<file path="src/rtl/jse_pkg.sv">
package jse_pkg;

  typedef enum logic [1:0] {
    OP_SHIFT     = 2'd0,
    OP_TO_IR     = 2'd1,
    OP_TO_DR     = 2'd2,
    OP_TAP_RESET = 2'd3
  } jse_op_e;

  localparam int TLR_HIGH_CYCLES = 5;

  // Length 0 reads as 1, anything above the data width is cut to it.
  function automatic int clamp_len(int raw, int maxw);
    if (raw == 0) return 1;
    if (raw > maxw) return maxw;
    return raw;
  endfunction

  // Number of TCK cycles a command occupies.
  function automatic int step_count(jse_op_e op, int n, bit fin, bit idle);
    case (op)
      OP_SHIFT:     return n + (fin ? (idle ? 2 : 1) : 0);
      OP_TO_IR:     return 4;
      OP_TO_DR:     return 3;
      default:      return TLR_HIGH_CYCLES + 1;
    endcase
  endfunction

  // TMS level in TCK cycle k of a command.
  function automatic bit step_tms(jse_op_e op, int k, int n, bit fin);
    case (op)
      OP_SHIFT: begin
        if (k < n) return fin && (k == n - 1);
        return k == n;
      end
      OP_TO_IR:     return k < 2;
      OP_TO_DR:     return k == 0;
      default:      return k < TLR_HIGH_CYCLES;
    endcase
  endfunction

  // Bit position of data cycle k within the field.
  function automatic int bit_index(int k, int n, bit msb);
    return msb ? (n - 1 - k) : k;
  endfunction

endpackage

</file>
<file path="src/rtl/jse_tck_div.sv">
module jse_tck_div #(
  parameter int DIV_W = 8
) (
  input  logic             clk,
  input  logic             rst_n,
  input  logic             load,
  input  logic             run,
  input  logic [DIV_W-1:0] half_cfg,
  output logic             tick
);
  logic [DIV_W-1:0] half_q;
  logic [DIV_W-1:0] cnt_q;

  assign tick = run && (cnt_q == half_q - DIV_W'(1));

  always_ff @(posedge clk) begin
    if (!rst_n) begin
      half_q <= DIV_W'(1);
      cnt_q  <= '0;
    end else if (load) begin
      half_q <= (half_cfg == '0) ? DIV_W'(1) : half_cfg;
      cnt_q  <= '0;
    end else if (run) begin
      cnt_q  <= tick ? '0 : cnt_q + DIV_W'(1);
    end
  end
endmodule

</file>
<file path="src/rtl/jse_pattern.sv">
module jse_pattern
  import jse_pkg::*;
#(
  parameter int DATA_W = 32,
  parameter int LEN_W  = 6,
  parameter int STEP_W = 6,
  localparam int IDX_W = $clog2(DATA_W)
) (
  input  jse_op_e           op,
  input  logic [DATA_W-1:0] data,
  input  logic [LEN_W-1:0]  len,
  input  logic              msb,
  input  logic              fin,
  input  logic [STEP_W-1:0] step,
  output logic              tms,
  output logic              tdi
);
  int k, n, ix;

  always_comb begin
    k   = int'(step);
    n   = int'(len);
    ix  = bit_index(k, n, msb);
    tms = step_tms(op, k, n, fin);
    tdi = 1'b0;
    if (op == OP_SHIFT && k < n) tdi = data[IDX_W'(ix)];
  end
endmodule

</file>
<file path="src/rtl/jse_step_info.sv">
module jse_step_info
  import jse_pkg::*;
#(
  parameter int DATA_W = 32,
  parameter int LEN_W  = 6,
  parameter int STEP_W = 6,
  localparam int IDX_W = $clog2(DATA_W)
) (
  input  jse_op_e           op,
  input  logic [LEN_W-1:0]  len,
  input  logic              msb,
  input  logic              fin,
  input  logic              idle,
  input  logic [STEP_W-1:0] step,
  output logic              capture,
  output logic [IDX_W-1:0]  idx,
  output logic              last
);
  int k, n;

  always_comb begin
    k       = int'(step);
    n       = int'(len);
    capture = (op == OP_SHIFT) && (k < n);
    idx     = capture ? IDX_W'(bit_index(k, n, msb)) : '0;
    last    = (k == step_count(op, n, fin, idle) - 1);
  end
endmodule

</file>
<file path="src/rtl/jse_capture.sv">
module jse_capture #(
  parameter int DATA_W = 32,
  localparam int IDX_W = $clog2(DATA_W)
) (
  input  logic              clk,
  input  logic              rst_n,
  input  logic              clear,
  input  logic              strobe,
  input  logic [IDX_W-1:0]  idx,
  input  logic              bit_in,
  input  logic              commit,
  output logic [DATA_W-1:0] word
);
  logic [DATA_W-1:0] cap_q;
  logic [DATA_W-1:0] cap_upd;

  always_comb begin
    cap_upd = cap_q;
    if (strobe) cap_upd[idx] = bit_in;
  end

  always_ff @(posedge clk) begin
    if (!rst_n) begin
      cap_q <= '0;
      word  <= '0;
    end else begin
      if (clear)       cap_q <= '0;
      else if (strobe) cap_q <= cap_upd;
      if (commit)      word  <= cap_upd;
    end
  end
endmodule

</file>
<file path="src/rtl/jtag_shift_engine.sv">
module jtag_shift_engine
  import jse_pkg::*;
#(
  parameter int DATA_W = 32,
  parameter int DIV_W  = 8,
  localparam int LEN_W = $clog2(DATA_W + 1)
) (
  input  logic              clk,
  input  logic              rst_n,
  input  logic [DIV_W-1:0]  cfg_half,
  input  logic              cmd_valid,
  input  logic [1:0]        cmd_op,
  input  logic [DATA_W-1:0] cmd_data,
  input  logic [LEN_W-1:0]  cmd_len,
  input  logic              cmd_msb_first,
  input  logic              cmd_end,
  input  logic              cmd_idle,
  output logic              busy,
  output logic              done,
  output logic [DATA_W-1:0] rdata,
  output logic              tck,
  output logic              tms,
  output logic              tdi,
  input  logic              tdo
);
  localparam int IDX_W  = $clog2(DATA_W);
  localparam int STEP_W = $clog2(DATA_W + 3);

  // Command registers
  jse_op_e           op_q;
  logic [DATA_W-1:0] data_q;
  logic [LEN_W-1:0]  len_q;
  logic              msb_q, fin_q, idle_q;
  logic [STEP_W-1:0] step_q;

  // Line state
  logic busy_q, done_q, tck_q, tms_q, tdi_q;

  // Named events
  logic accept, tick, rise_evt, fall_evt, finish;

  // Step decode
  logic [LEN_W-1:0]  len_in;
  jse_op_e           nx_op;
  logic [DATA_W-1:0] nx_data;
  logic [LEN_W-1:0]  nx_len;
  logic              nx_msb, nx_fin;
  logic [STEP_W-1:0] nx_step;
  logic              nx_tms, nx_tdi;
  logic              cur_capture, cur_last;
  logic [IDX_W-1:0]  cur_idx;

  assign len_in   = LEN_W'(clamp_len(int'(cmd_len), DATA_W));
  assign accept   = cmd_valid && !busy_q;
  assign rise_evt = tick && !tck_q;
  assign fall_evt = tick && tck_q;
  assign finish   = fall_evt && cur_last;

  // The pattern for the next cycle comes from the incoming command on
  // accept, otherwise from the latched command one step ahead.
  assign nx_op   = accept ? jse_op_e'(cmd_op) : op_q;
  assign nx_data = accept ? cmd_data : data_q;
  assign nx_len  = accept ? len_in : len_q;
  assign nx_msb  = accept ? cmd_msb_first : msb_q;
  assign nx_fin  = accept ? cmd_end : fin_q;
  assign nx_step = accept ? '0 : step_q + STEP_W'(1);

  jse_tck_div #(.DIV_W(DIV_W)) u_div (
    .clk      (clk),
    .rst_n    (rst_n),
    .load     (accept),
    .run      (busy_q),
    .half_cfg (cfg_half),
    .tick     (tick)
  );

  jse_pattern #(.DATA_W(DATA_W), .LEN_W(LEN_W), .STEP_W(STEP_W)) u_next (
    .op   (nx_op),
    .data (nx_data),
    .len  (nx_len),
    .msb  (nx_msb),
    .fin  (nx_fin),
    .step (nx_step),
    .tms  (nx_tms),
    .tdi  (nx_tdi)
  );

  jse_step_info #(.DATA_W(DATA_W), .LEN_W(LEN_W), .STEP_W(STEP_W)) u_cur (
    .op      (op_q),
    .len     (len_q),
    .msb     (msb_q),
    .fin     (fin_q),
    .idle    (idle_q),
    .step    (step_q),
    .capture (cur_capture),
    .idx     (cur_idx),
    .last    (cur_last)
  );

  jse_capture #(.DATA_W(DATA_W)) u_cap (
    .clk    (clk),
    .rst_n  (rst_n),
    .clear  (accept),
    .strobe (fall_evt && cur_capture),
    .idx    (cur_idx),
    .bit_in (tdo),
    .commit (finish),
    .word   (rdata)
  );

  always_ff @(posedge clk) begin
    if (!rst_n) begin
      op_q   <= OP_SHIFT;
      data_q <= '0;
      len_q  <= LEN_W'(1);
      msb_q  <= 1'b0;
      fin_q  <= 1'b0;
      idle_q <= 1'b0;
      step_q <= '0;
      busy_q <= 1'b0;
      done_q <= 1'b0;
      tck_q  <= 1'b0;
      tms_q  <= 1'b1;
      tdi_q  <= 1'b1;
    end else begin
      done_q <= finish;
      if (accept) begin
        op_q   <= nx_op;
        data_q <= cmd_data;
        len_q  <= len_in;
        msb_q  <= cmd_msb_first;
        fin_q  <= cmd_end;
        idle_q <= cmd_idle;
        step_q <= '0;
        busy_q <= 1'b1;
        tck_q  <= 1'b0;
        tms_q  <= nx_tms;
        tdi_q  <= nx_tdi;
      end else if (busy_q) begin
        if (rise_evt) begin
          tck_q <= 1'b1;
        end else if (fall_evt) begin
          tck_q <= 1'b0;
          if (cur_last) begin
            busy_q <= 1'b0;
          end else begin
            step_q <= nx_step;
            tms_q  <= nx_tms;
            tdi_q  <= nx_tdi;
          end
        end
      end
    end
  end

  assign busy = busy_q;
  assign done = done_q;
  assign tck  = tck_q;
  assign tms  = tms_q;
  assign tdi  = tdi_q;
endmodule

</file>
<file path="config.mk">
export PLATFORM = sky130hd
export DESIGN_NAME = jtag_shift_engine
export DESIGN_NICKNAME = d
export VERILOG_FILES = /design/src/rtl/jse_pkg.sv /design/src/rtl/jse_tck_div.sv /design/src/rtl/jse_pattern.sv /design/src/rtl/jse_step_info.sv /design/src/rtl/jse_capture.sv /design/src/rtl/jtag_shift_engine.sv
export SDC_FILE = /design/constraint.sdc
export NUM_CORES = 1
export LEC_CHECK = 0
export BUFFER_PORTS_ARGS = -buffer_cell sky130_fd_sc_hd__buf_2
export CORE_MARGIN = 8
export CORE_UTILIZATION = 35
export CTS_CLUSTER_DIAMETER = 30
export DETAILED_ROUTE_END_ITERATION = 7
export PLACE_DENSITY = 0.61
export SYNTH_ARGS = -nofsm -noshare
export SYNTH_HDL_FRONTEND = slang
export SYNTH_HIERARCHICAL = 1
export SYNTH_SLANG_ARGS = --single-unit
</file>
<file path="constraint.sdc">
create_clock -name clk -period 3.7 [get_ports clk]
set_input_delay 0.74 -clock clk [delete_from_list [all_inputs] [get_ports clk]]
set_output_delay 0.74 -clock clk [all_outputs]
set_load 0.01 [all_outputs]
</file>
# After elaboration in Yosys (flattened, before gate mapping)
# Index checks and enable logic that the tools add are counted.
# classes
n_bitwise	3
muxes	51
add_sub_neg	9
reduce_logical	24
eq_ne	10
n_lt_le_gt_ge	8
# ops
operator	count
$mux 32	3
$pmux 32 s3	1
$add 7x32->32	1
$bwmux 32	1
$eq 7x32->1	1
$sub 32x2->32 const B	1
$mux 1	31
$mux 6	5
$mux 8	2
$mux 5	3
$logic_not 6->1	2
$lt 6x6->1	2
$logic_and 1x1->1	10
$sub 5x5->5	2
$add 8x1->8 const B	1
$eq 8x8->1	1
$logic_not 8->1	1
$reduce_and 4->1	2
$sub 8x1->8 const B	1
$eq 7x7->1	1
$lt 5x7->1 const B	1
$sub 6x1->7 const B	1
$add 6x1->6 const B	1
$eq 6x6->1	1
19 further kinds	29
# totals
word_cells	121
output_inout_bits	37
register_bits	134

# Longest topological paths before layout
# Gate-level depths: netlist of the first run.
# logic_depth
ltp_word	18
ltp_mapped	19
depth_no_buf	17

# Hierarchy
# The synthesis of the first run kept the hierarchy.
# modules_own_cells
mod	seq_area_each_um2	area_per_inst_um2	n_inst	cells_per_inst
jtag_shift_engine	1081.0	2448.6	1	221
jse_capture	1281.2	2429.8	1	278
jse_tck_div	320.3	985.9	1	110
jse_pattern	0.0	920.9	1	113
jse_step_info	0.0	809.5	1	106

# Least setup slack after synthesis of the first run
# No wires, ideal clock.
# synth_path
path_kind	input to register
from	in cmd_len[4]
to	reg tdi_q (netlist: tdi)
t_arrival_ps	3617
setup_slack_ps	-49
t_required_ps	3569
setup_ps	131
stages	15
path_cell_list	or3_1 -> o31ai_1 -> inv_1 -> ha_1 -> inv_1 -> fa_1 -> mux2i_4 -> mux2i_1 -> mux2i_1 -> mux2i_1 -> mux2i_1 -> mux2i_1 -> nor4_2 -> o21ai_0 -> nand3_1
# synth_between
elab_chain_len	18
elab_cells_between_ends	24
classes_between	add/sub: 2; order compare: 2; mux: 18; reduce/logical: 2
# synth_rtl
element	line	source
start, declared	jtag_shift_engine.sv:14	input logic [LEN_W-1:0] cmd_len,
$gt 6x6->1 / $logic_not 6->1 (equally long branches)	jse_pkg.sv:15, jse_pkg.sv:14	
$mux 1, on equally long branches	jse_pkg.sv:15, jse_pkg.sv:14	
$mux 1 / $mux 6 (equally long branches)	jse_pkg.sv:15	if (raw > maxw) return maxw;
$mux 6	jse_pkg.sv:16	return raw;
$mux 6 *	jse_pkg.sv:15	
$mux 6 *	-	
via nx_len[0]	jtag_shift_engine.sv:46	logic [LEN_W-1:0] nx_len;
$sub 6x1->7	-	
[... 3 more ...]	-	
$mux 1 (implied by the code) (2 in series)	jse_pattern.sv:26	if (op == OP_SHIFT && k < n) tdi = data[IDX_W'(ix)];
$mux 1 *	jse_pattern.sv:26	
via nx_tdi	jtag_shift_engine.sv:49	logic nx_tms, nx_tdi;
$mux 1	jtag_shift_engine.sv:144	if (cur_last) begin
$mux 1	jtag_shift_engine.sv:142	end else if (fall_evt) begin
$mux 1	jtag_shift_engine.sv:140	if (rise_evt) begin
$mux 1	jtag_shift_engine.sv:139	end else if (busy_q) begin
$mux 1 *	jtag_shift_engine.sv:127	if (accept) begin
end signal, assigned	jtag_shift_engine.sv:138	tdi_q <= nx_tdi;
end signal, assigned	jtag_shift_engine.sv:149	tdi_q <= nx_tdi;
end, declared	jtag_shift_engine.sv:37	logic busy_q, done_q, tck_q, tms_q, tdi_q;
# The timed path passes the listed nets; every way through them passes the cells marked *. The select of a mux whose other input is x is not followed.
# A chain may end at the register's enable or synchronous reset.

# Worst setup path after layout of the first run
# layout_path
from	reg fin_q
to	reg u_cap.word[16]
# layout_between
elab_chain_len	6
# layout_rtl
element	line	source
start, declared	jtag_shift_engine.sv:33	logic msb_q, fin_q, idle_q;
start signal, assigned	jtag_shift_engine.sv:132	fin_q <= cmd_end;
$mux 32	jse_pkg.sv:22	OP_SHIFT: return n + (fin ? (idle ? 2 : 1) : 0);
$add 7x32->32	jse_pkg.sv:22	
$pmux 32 s3	jse_pkg.sv:21	case (op)
$sub 32x2->32	jse_step_info.sv:26	last = (k == step_count(op, n, fin, idle) - 1);
$eq 7x32->1	jse_step_info.sv:26	
via cur_last	jtag_shift_engine.sv:50	logic cur_capture, cur_last;
$logic_and 1x1->1	jtag_shift_engine.sv:57	assign finish = fall_evt && cur_last;
via finish	jtag_shift_engine.sv:40	logic accept, tick, rise_evt, fall_evt, finish;
end signal, assigned	jse_capture.sv:29	if (commit) word <= cap_upd;
end, declared	jse_capture.sv:12	output logic [DATA_W-1:0] word
# The timed path passes the listed nets, and every way through them passes these cells.

==> impl_metrics.py, run 1 <==
metrics = {
    "outcome": {
        "outcome": "completed",
    },
    "cts": {
        "cts_tree": "yes",
        "worst_skew_pair.late_latency_ns": 0.42,
        "cts_buffers": 17,
        "cts_num_sinks": 134,
        "clk_pin_slew_ns": 0.06,
        "hold_buffers": 0,
        "htree_levels": 4,
        "post_cts_buffers": 0,
        "root_buffer": "clkbuf_16",
        "cts_resized": 0,
        "cts_buffer_depth": 2,
    },
    "synth": {
        "ys_ff_latch": 134,
        "syn_inst": 828,
        "synth-edff-count": 0,
        "synth_seq_area_share_pct": 35.3,
        "synth_top_area_share_pct": 35.3,
        "synth_nets": 914,
        "async_flop_share_pct": 0,
        "synth.avg_cell_area_um2": 9.17,
        "synth.area.top_cells": "dfxtp_1 (35%), mux2_4 (7.1%), mux2i_1 (5.0%)",
        "yosys_most_used_dff": "dfxtp_1",
        "ys_types": 81,
        "synth_top_area_cell": "dfxtp_1",
        "yosysWarnings": 6,
        "synth.cell_area_um2": 7590,
    },
    "floorplan": {
        "start_util_pct": 35.2,
        "die_w_um": 163,
        "rows": 54,
        "die_area_um2": 26700,
        "io_pins": 92,
        "die_y_um": 163,
        "core_area_um2": 21600,
    },
    "timing": {
        "setup_viol": 0,
        "hold_violations": 0,
        "rsz0062_at_grt": "no",
        "period_needed_ns": 3.53,
        "slew_headroom_pct": 54.2,
        "slew_viol_final": 0,
        "setup_tns_ns": 0,
        "max_slew.worst_pin.slew_ns": 0.677,
        "finalCritPeriodShare_pct": 95.4,
        "fin_skew_ns": 0.00910,
        "fmax_mhz": 283,
    },
    "worst_setup_path": {
        "cp.arrival_ns": 3.86,
        "path_cells": "nor2b_1, ha_1, fa_1, xor2_2, a21oi_2, and2_2, nor2b_1, ha_1, nor4b_2, o311a_1, o211a_1, and3_4, buf_12, o21ai_0, a31oi_1",
        "crit_type": "reg2reg",
        "critPathRequiredTime_ns": 4.03,
        "crit_path_start_kind": "flip-flop",
        "crit_slowest_cell": "fa_1",
        "cpPeakStageDelay_ns": 0.49,
        "critPathBufInv": 1,
        "critPathMaxFanout": 30,
        "cp-end-kind": "flip-flop",
        "critPathTopFamily": "adder cells",
    },
    "placed_design": {
        "place_area_um2": 8530,
        "hpwl_um": 14100,
        "place_congestion": 0.830,
        "portBuffers": 91,
    },
    "power_and_ir_drop": {
        "p_leak_nw": 3.84,
        "vdd_drop_max_mv": 0.255,
        "p_per_area_nw_per_um2": 420,
        "finalPower_w": 0.00385,
    },
    "cells_and_area": {
        "fin_area_um2": 9170,
        "nets": 1024,
        "antenna_cells": 0,
        "areaGrowthSynthToFinish_pct": 20.7,
        "fin_util_pct": 42.5,
        "drive_above_1_share_pct": 24.4,
    },
    "grt": {
        "first_global_vias": 6355,
        "grt.total_usage_pct": 15.0,
        "grt_antenna_before_repair": 1,
        "overflow": 0,
        "grt_pass1_wl_um": 32200,
        "grt_max_degree": 50,
    },
    "drt": {
        "drt.antenna.violating_nets": 0,
        "route.detailed.drc": 0,
        "wl_per_cell_um": 16.1,
        "firstDrtPassIters": 5,
        "viasPerCell": 5.14,
        "initialDrtViolationCount": 387,
        "dr_total_vias": 6323,
        "wirelength_um": 19800,
    },
    "flow_run": {
        "maxCapViolations": 0,
    },
    "min_path": {
        "hold_class": "reg2reg",
    },
}
cell usage after synthesis, types with 2 or more instances:
cell type and count:
clkbuf_1 25, o21ai_1 2, o21a_1 4, nor4_1 3
xor2_1 12, nand3_1 19, a21oi_1 47, nand3b_1 12
mux2i_1 38, and4b_1 4, fa_1 3, buf_2 4
dfxtp_1 134, o21ai_0 76, o2111ai_1 2, mux2_2 2
buf_4 3, nor2b_1 13, nor4b_1 3, or3_1 11
ha_1 28, and3_1 7, and4bb_2 3, o31ai_1 4
o32ai_1 4, nor3_1 7, nor2_1 23, inv_1 29
or4_1 3, a21boi_0 8, a22oi_1 4, nand4_1 8
nor3b_1 4, and3b_1 3, buf_6 8, xnor2_1 30
a31oi_1 34, or3b_2 3, mux2_4 36, a21o_1 6
nand2b_1 3, and2_1 41, o211ai_1 3, nand2_1 75
worst reg2reg max path: stages, from the launching register on:
cell,delay [ns]
dfxtp_1,0.34
nor2b_1,0.14
ha_1,0.20
fa_1,0.49
xor2_2,0.23
a21oi_2,0.09
and2_2,0.23
nor2b_1,0.13
ha_1,0.27
nor4b_2,0.19
o311a_1,0.20
o211a_1,0.19
and3_4,0.24
buf_12,0.17
o21ai_0,0.14
a31oi_1,0.19
cell type report:
cell class	instances	area, um^2
Clock buffer	21	470
Clock inverter	10	121
Fill cell	2138	12400
Inverter	30	115
Multi-Input combinational cell	621	4600
Sequential cell	134	2680
Tap cell	280	350
Timing Repair Buffer	134	828
layout by cell type, fill, tap and decap left out, types with 4 or more instances in the layout:
cell type  instances
clkbuf_16         17
mux2_4            36
buf_12             4
xnor2_1           30
nand3_1           19
nor2b_1           13
mux2i_1           38
nand3b_1          12
buf_2             91
nor3b_1            4
nor3_1             7
o32ai_1            4
xor2_1            11
o21a_1             4
inv_1             29
buf_4             39
and4b_1            4
o21ai_0           76
a21oi_1           46
a22oi_1            4
and3_1             6
and2_1            41
a31oi_1           34
dfxtp_1          134
a21o_1             6
nand4_1            8
nand2_1           75
a21boi_0           8
ha_1              28
or3_1             11
nor2_1            23
cells by family (layout without fill, tap and decap cells):
family	Yosys count	count (layout)	synth area share (%)
and+or+nand+nor	260	260	19.9
AOI/OAI and AO/OA	208	208	16.4
DFF	134	134	35.3
muxes	78	78	12.9
buffers and inverters	73	195	4.79
xor gates and xnor gates	43	43	5.14
adders and majority gates	32	32	5.54
metal layers:
metal | GRT usage (%) | up-vias | share of wire [%] | wire length [um]
li1 | - | 3202 | - | -
met1 | 18.5 | 2952 | 46 | 9070
met2 | 24.7 | 140 | 47 | 9370
met3 | 3.65 | 27 | 5.3 | 1040
met4 | 5.59 | 2 | 1.5 | 291
met5 | 0 | - | 0.066 | 13
stage by stage:
stage          hold WS (ns)  cells  worst slack (ns)
2_1_floorplan         0.452    828            0.0391
3_3_place_gp          0.472   1199            -0.240
4_1_cts               0.492   1230            0.0735
5_1_grt               0.510   1230         0.0000457
3_5_place_dp          0.483   1199            -0.306
6_report              0.487   1230             0.170
state kept, by name, indices dropped and copies added, names as in the netlist:
register      flops
data_q           32
u_cap/cap_q      32
u_cap/word       32
u_div/cnt_q       8
u_div/half_q      8
len_q             6
step_q            6
op_q              2
busy              1
done              1
fin_q             1
idle_q            1
msb_q             1
tck               1
tdi               1
tms               1
where the power goes:
part | switching (W) | internal [W] | total, W
sequential | 0.0000290 | 0.00148 | 0.00151
clock | 0.000661 | 0.00105 | 0.00171
combinational | 0.000309 | 0.000324 | 0.000633
total | 0.00100 | 0.00285 | 0.00385
path summary, 6_finish.rpt:
check         start             end  slack (ns)  cells after the start
max           fin_q  u_cap/word[16]        0.17                     15
min          idle_q          idle_q        0.49                      2
max reg2reg   fin_q  u_cap/word[16]        0.17                     15
min reg2reg  idle_q          idle_q        0.49                      2
Power figures use the tool's default switching activity.
==> run 2: changes to the inputs <==
- CAP_MARGIN: unset -> 20
- RECOVER_POWER: unset -> 50
==> impl_metrics.py, run 2 (synthesized netlist as in run 1, its figures left out) <==
metrics = {
    "drt": {
        "initialDrtViolationCount": 360,
        "drt.antenna.violating_nets": 0,
        "firstDrtPassIters": 5,
        "wl_per_cell_um": 16.1,
        "route.detailed.drc": 0,
        "viasPerCell": 5.13,
        "dr_total_vias": 6312,
        "wirelength_um": 19800,
    },
    "timing": {
        "max_slew.worst_pin.slew_ns": 0.685,
        "slew_viol_final": 0,
        "rsz0062_at_grt": "no",
        "fin_skew_ns": 0.00781,
        "setup_viol": 0,
        "fmax_mhz": 284,
        "hold_violations": 0,
        "finalCritPeriodShare_pct": 95.3,
        "period_needed_ns": 3.53,
        "slew_headroom_pct": 53.7,
    },
    "floorplan": {
        "rows": 54,
        "die_y_um": 163,
        "io_pins": 92,
        "core_area_um2": 21600,
        "die_w_um": 163,
        "die_area_um2": 26700,
        "start_util_pct": 35.2,
    },
    "grt": {
        "use_met3_pct": 3.65,
        "grt_antenna_before_repair": 1,
        "first_global_vias": 6355,
        "met2_usage_pct": 24.7,
        "grt_util_met1_pct": 18.5,
        "grt_pass1_wl_um": 32200,
        "grt-busiest-layer": "met2",
        "overflow": 0,
        "grt.total_usage_pct": 15.0,
        "grt_max_degree": 50,
    },
    "worst_setup_path": {
        "cp-end-kind": "flip-flop",
        "cpPeakStageDelay_ns": 0.49,
        "crit_path_start_kind": "primary input",
        "cp_common_cell": "mux2i_1",
        "path_cells": "buf_2, or3_1, o31ai_4, inv_1, ha_1, inv_1, fa_2, mux2i_4, buf_12, mux2i_1, mux2i_1, mux2i_1, mux2i_1, mux2i_1, nor4_2, o21ai_0, nand3_1",
        "critPathRequiredTime_ns": 3.98,
        "cp.arrival_ns": 3.81,
        "crit_slowest_cell": "fa_2",
        "critPathBufInv": 4,
        "critPathTopFamily": "multiplexers",
        "critPathMaxFanout": 8,
        "crit_type": "in2reg",
    },
    "power_and_ir_drop": {
        "vdd_drop_max_mv": 0.256,
        "p_leak_nw": 3.62,
        "p_per_area_nw_per_um2": 424,
        "finalPower_w": 0.00382,
    },
    "cells_and_area": {
        "layout_commonest_cell": "dfxtp_1",
        "antenna_cells": 0,
        "final_cell_mix": "dfxtp_1 (134), o21ai_0 (76), nand2_1 (75)",
        "top_regs": "data_q x32, u_cap/cap_q x32, u_cap/word x32",
        "areaGrowthSynthToFinish_pct": 18.6,
        "nets": 1024,
        "drive_above_1_share_pct": 17.2,
        "fin_area_um2": 9010,
    },
    "cts": {
        "cts_resized": 0,
        "cts_num_sinks": 134,
        "post_cts_buffers": 0,
        "worst_skew_pair.late_latency_ns": 0.42,
        "root_buffer": "clkbuf_16",
        "clk_pin_slew_ns": 0.06,
        "cts_tree": "yes",
        "cts_buffers": 17,
        "hold_buffers": 0,
        "htree_levels": 4,
        "cts_buffer_depth": 2,
    },
    "placed_design": {
        "place_area_um2": 8530,
        "hpwl_um": 14100,
        "place_congestion": 0.830,
        "portBuffers": 91,
    },
    "min_path": {
        "hold_class": "reg2reg",
    },
    "outcome": {
        "outcome": "completed",
    },
    "flow_run": {
        "maxCapViolations": 0,
    },
}
[run 2: changes by cell type in the layout (fill, tap and decap cells not counted), sizes merged]
cell    previous run  this run
clkbuf            21        59
buf              134        96
[run 2: power breakdown]
| group | internal (W) | switching, W | total (W) |
|---|---|---|---|
| Clock | 0.00105 | 0.000657 | 0.00170 |
| Sequential | 0.00148 | 0.0000279 | 0.00151 |
| Combinational | 0.000296 | 0.000306 | 0.000602 |
[run 2: area by class of cell]
| type | instances | area [um^2] |
|---|---|---|
| clock buffers | 21 | 470 |
| clock inverters | 10 | 121 |
| fillers | 2178 | 12500 |
| inverters | 30 | 115 |
| multi-input cells | 621 | 4490 |
| flip-flops and latches | 134 | 2680 |
| well taps | 280 | 350 |
| repair buffers | 134 | 778 |
[run 2: worst reg2reg max path, cell delays in order, from the launching register on]
cell and delay [ns]:
dfxtp_1 0.34, nor2b_1 0.14, ha_1 0.20, fa_1 0.49, xor2_2 0.23, a21oi_2 0.09, and2_2 0.23, nor2b_1 0.13
ha_1 0.27, nor4b_2 0.19, o311a_1 0.20, o211a_1 0.19, and3_4 0.24, buf_12 0.17, o21ai_0 0.13, a31oi_1 0.19
[run 2: metrics by stage]
stage	TNS, ns	hold slack (ns)	setup slack (ns)	instances	util [%]
floorplan	0	0.452	0.0391	828	-
global placement	-0.240	0.472	-0.240	1199	39.6
detailed placement	-0.306	0.483	-0.306	1199	39.6
CTS	0	0.492	0.0735	1230	42.3
global route	0	0.510	0.000114	1230	41.8
finish	0	0.487	0.175	1230	41.8
[run 2: routing by layer]
metal	up-vias	routed length, um
li1	3199	-
met1	2945	9180
met2	135	9290
met3	31	998
met4	2	310
met5	-	13
[run 2: worst paths after layout]
kind / from / to / slack (ns) / cells after the start
worst max-delay path: cmd_len[4] / tdi / 0.17 / 17
worst min-delay path: idle_q / idle_q / 0.49 / 2
worst max register to register: fin_q / u_cap/word[16] / 0.17 / 15
worst min register to register: idle_q / idle_q / 0.49 / 2
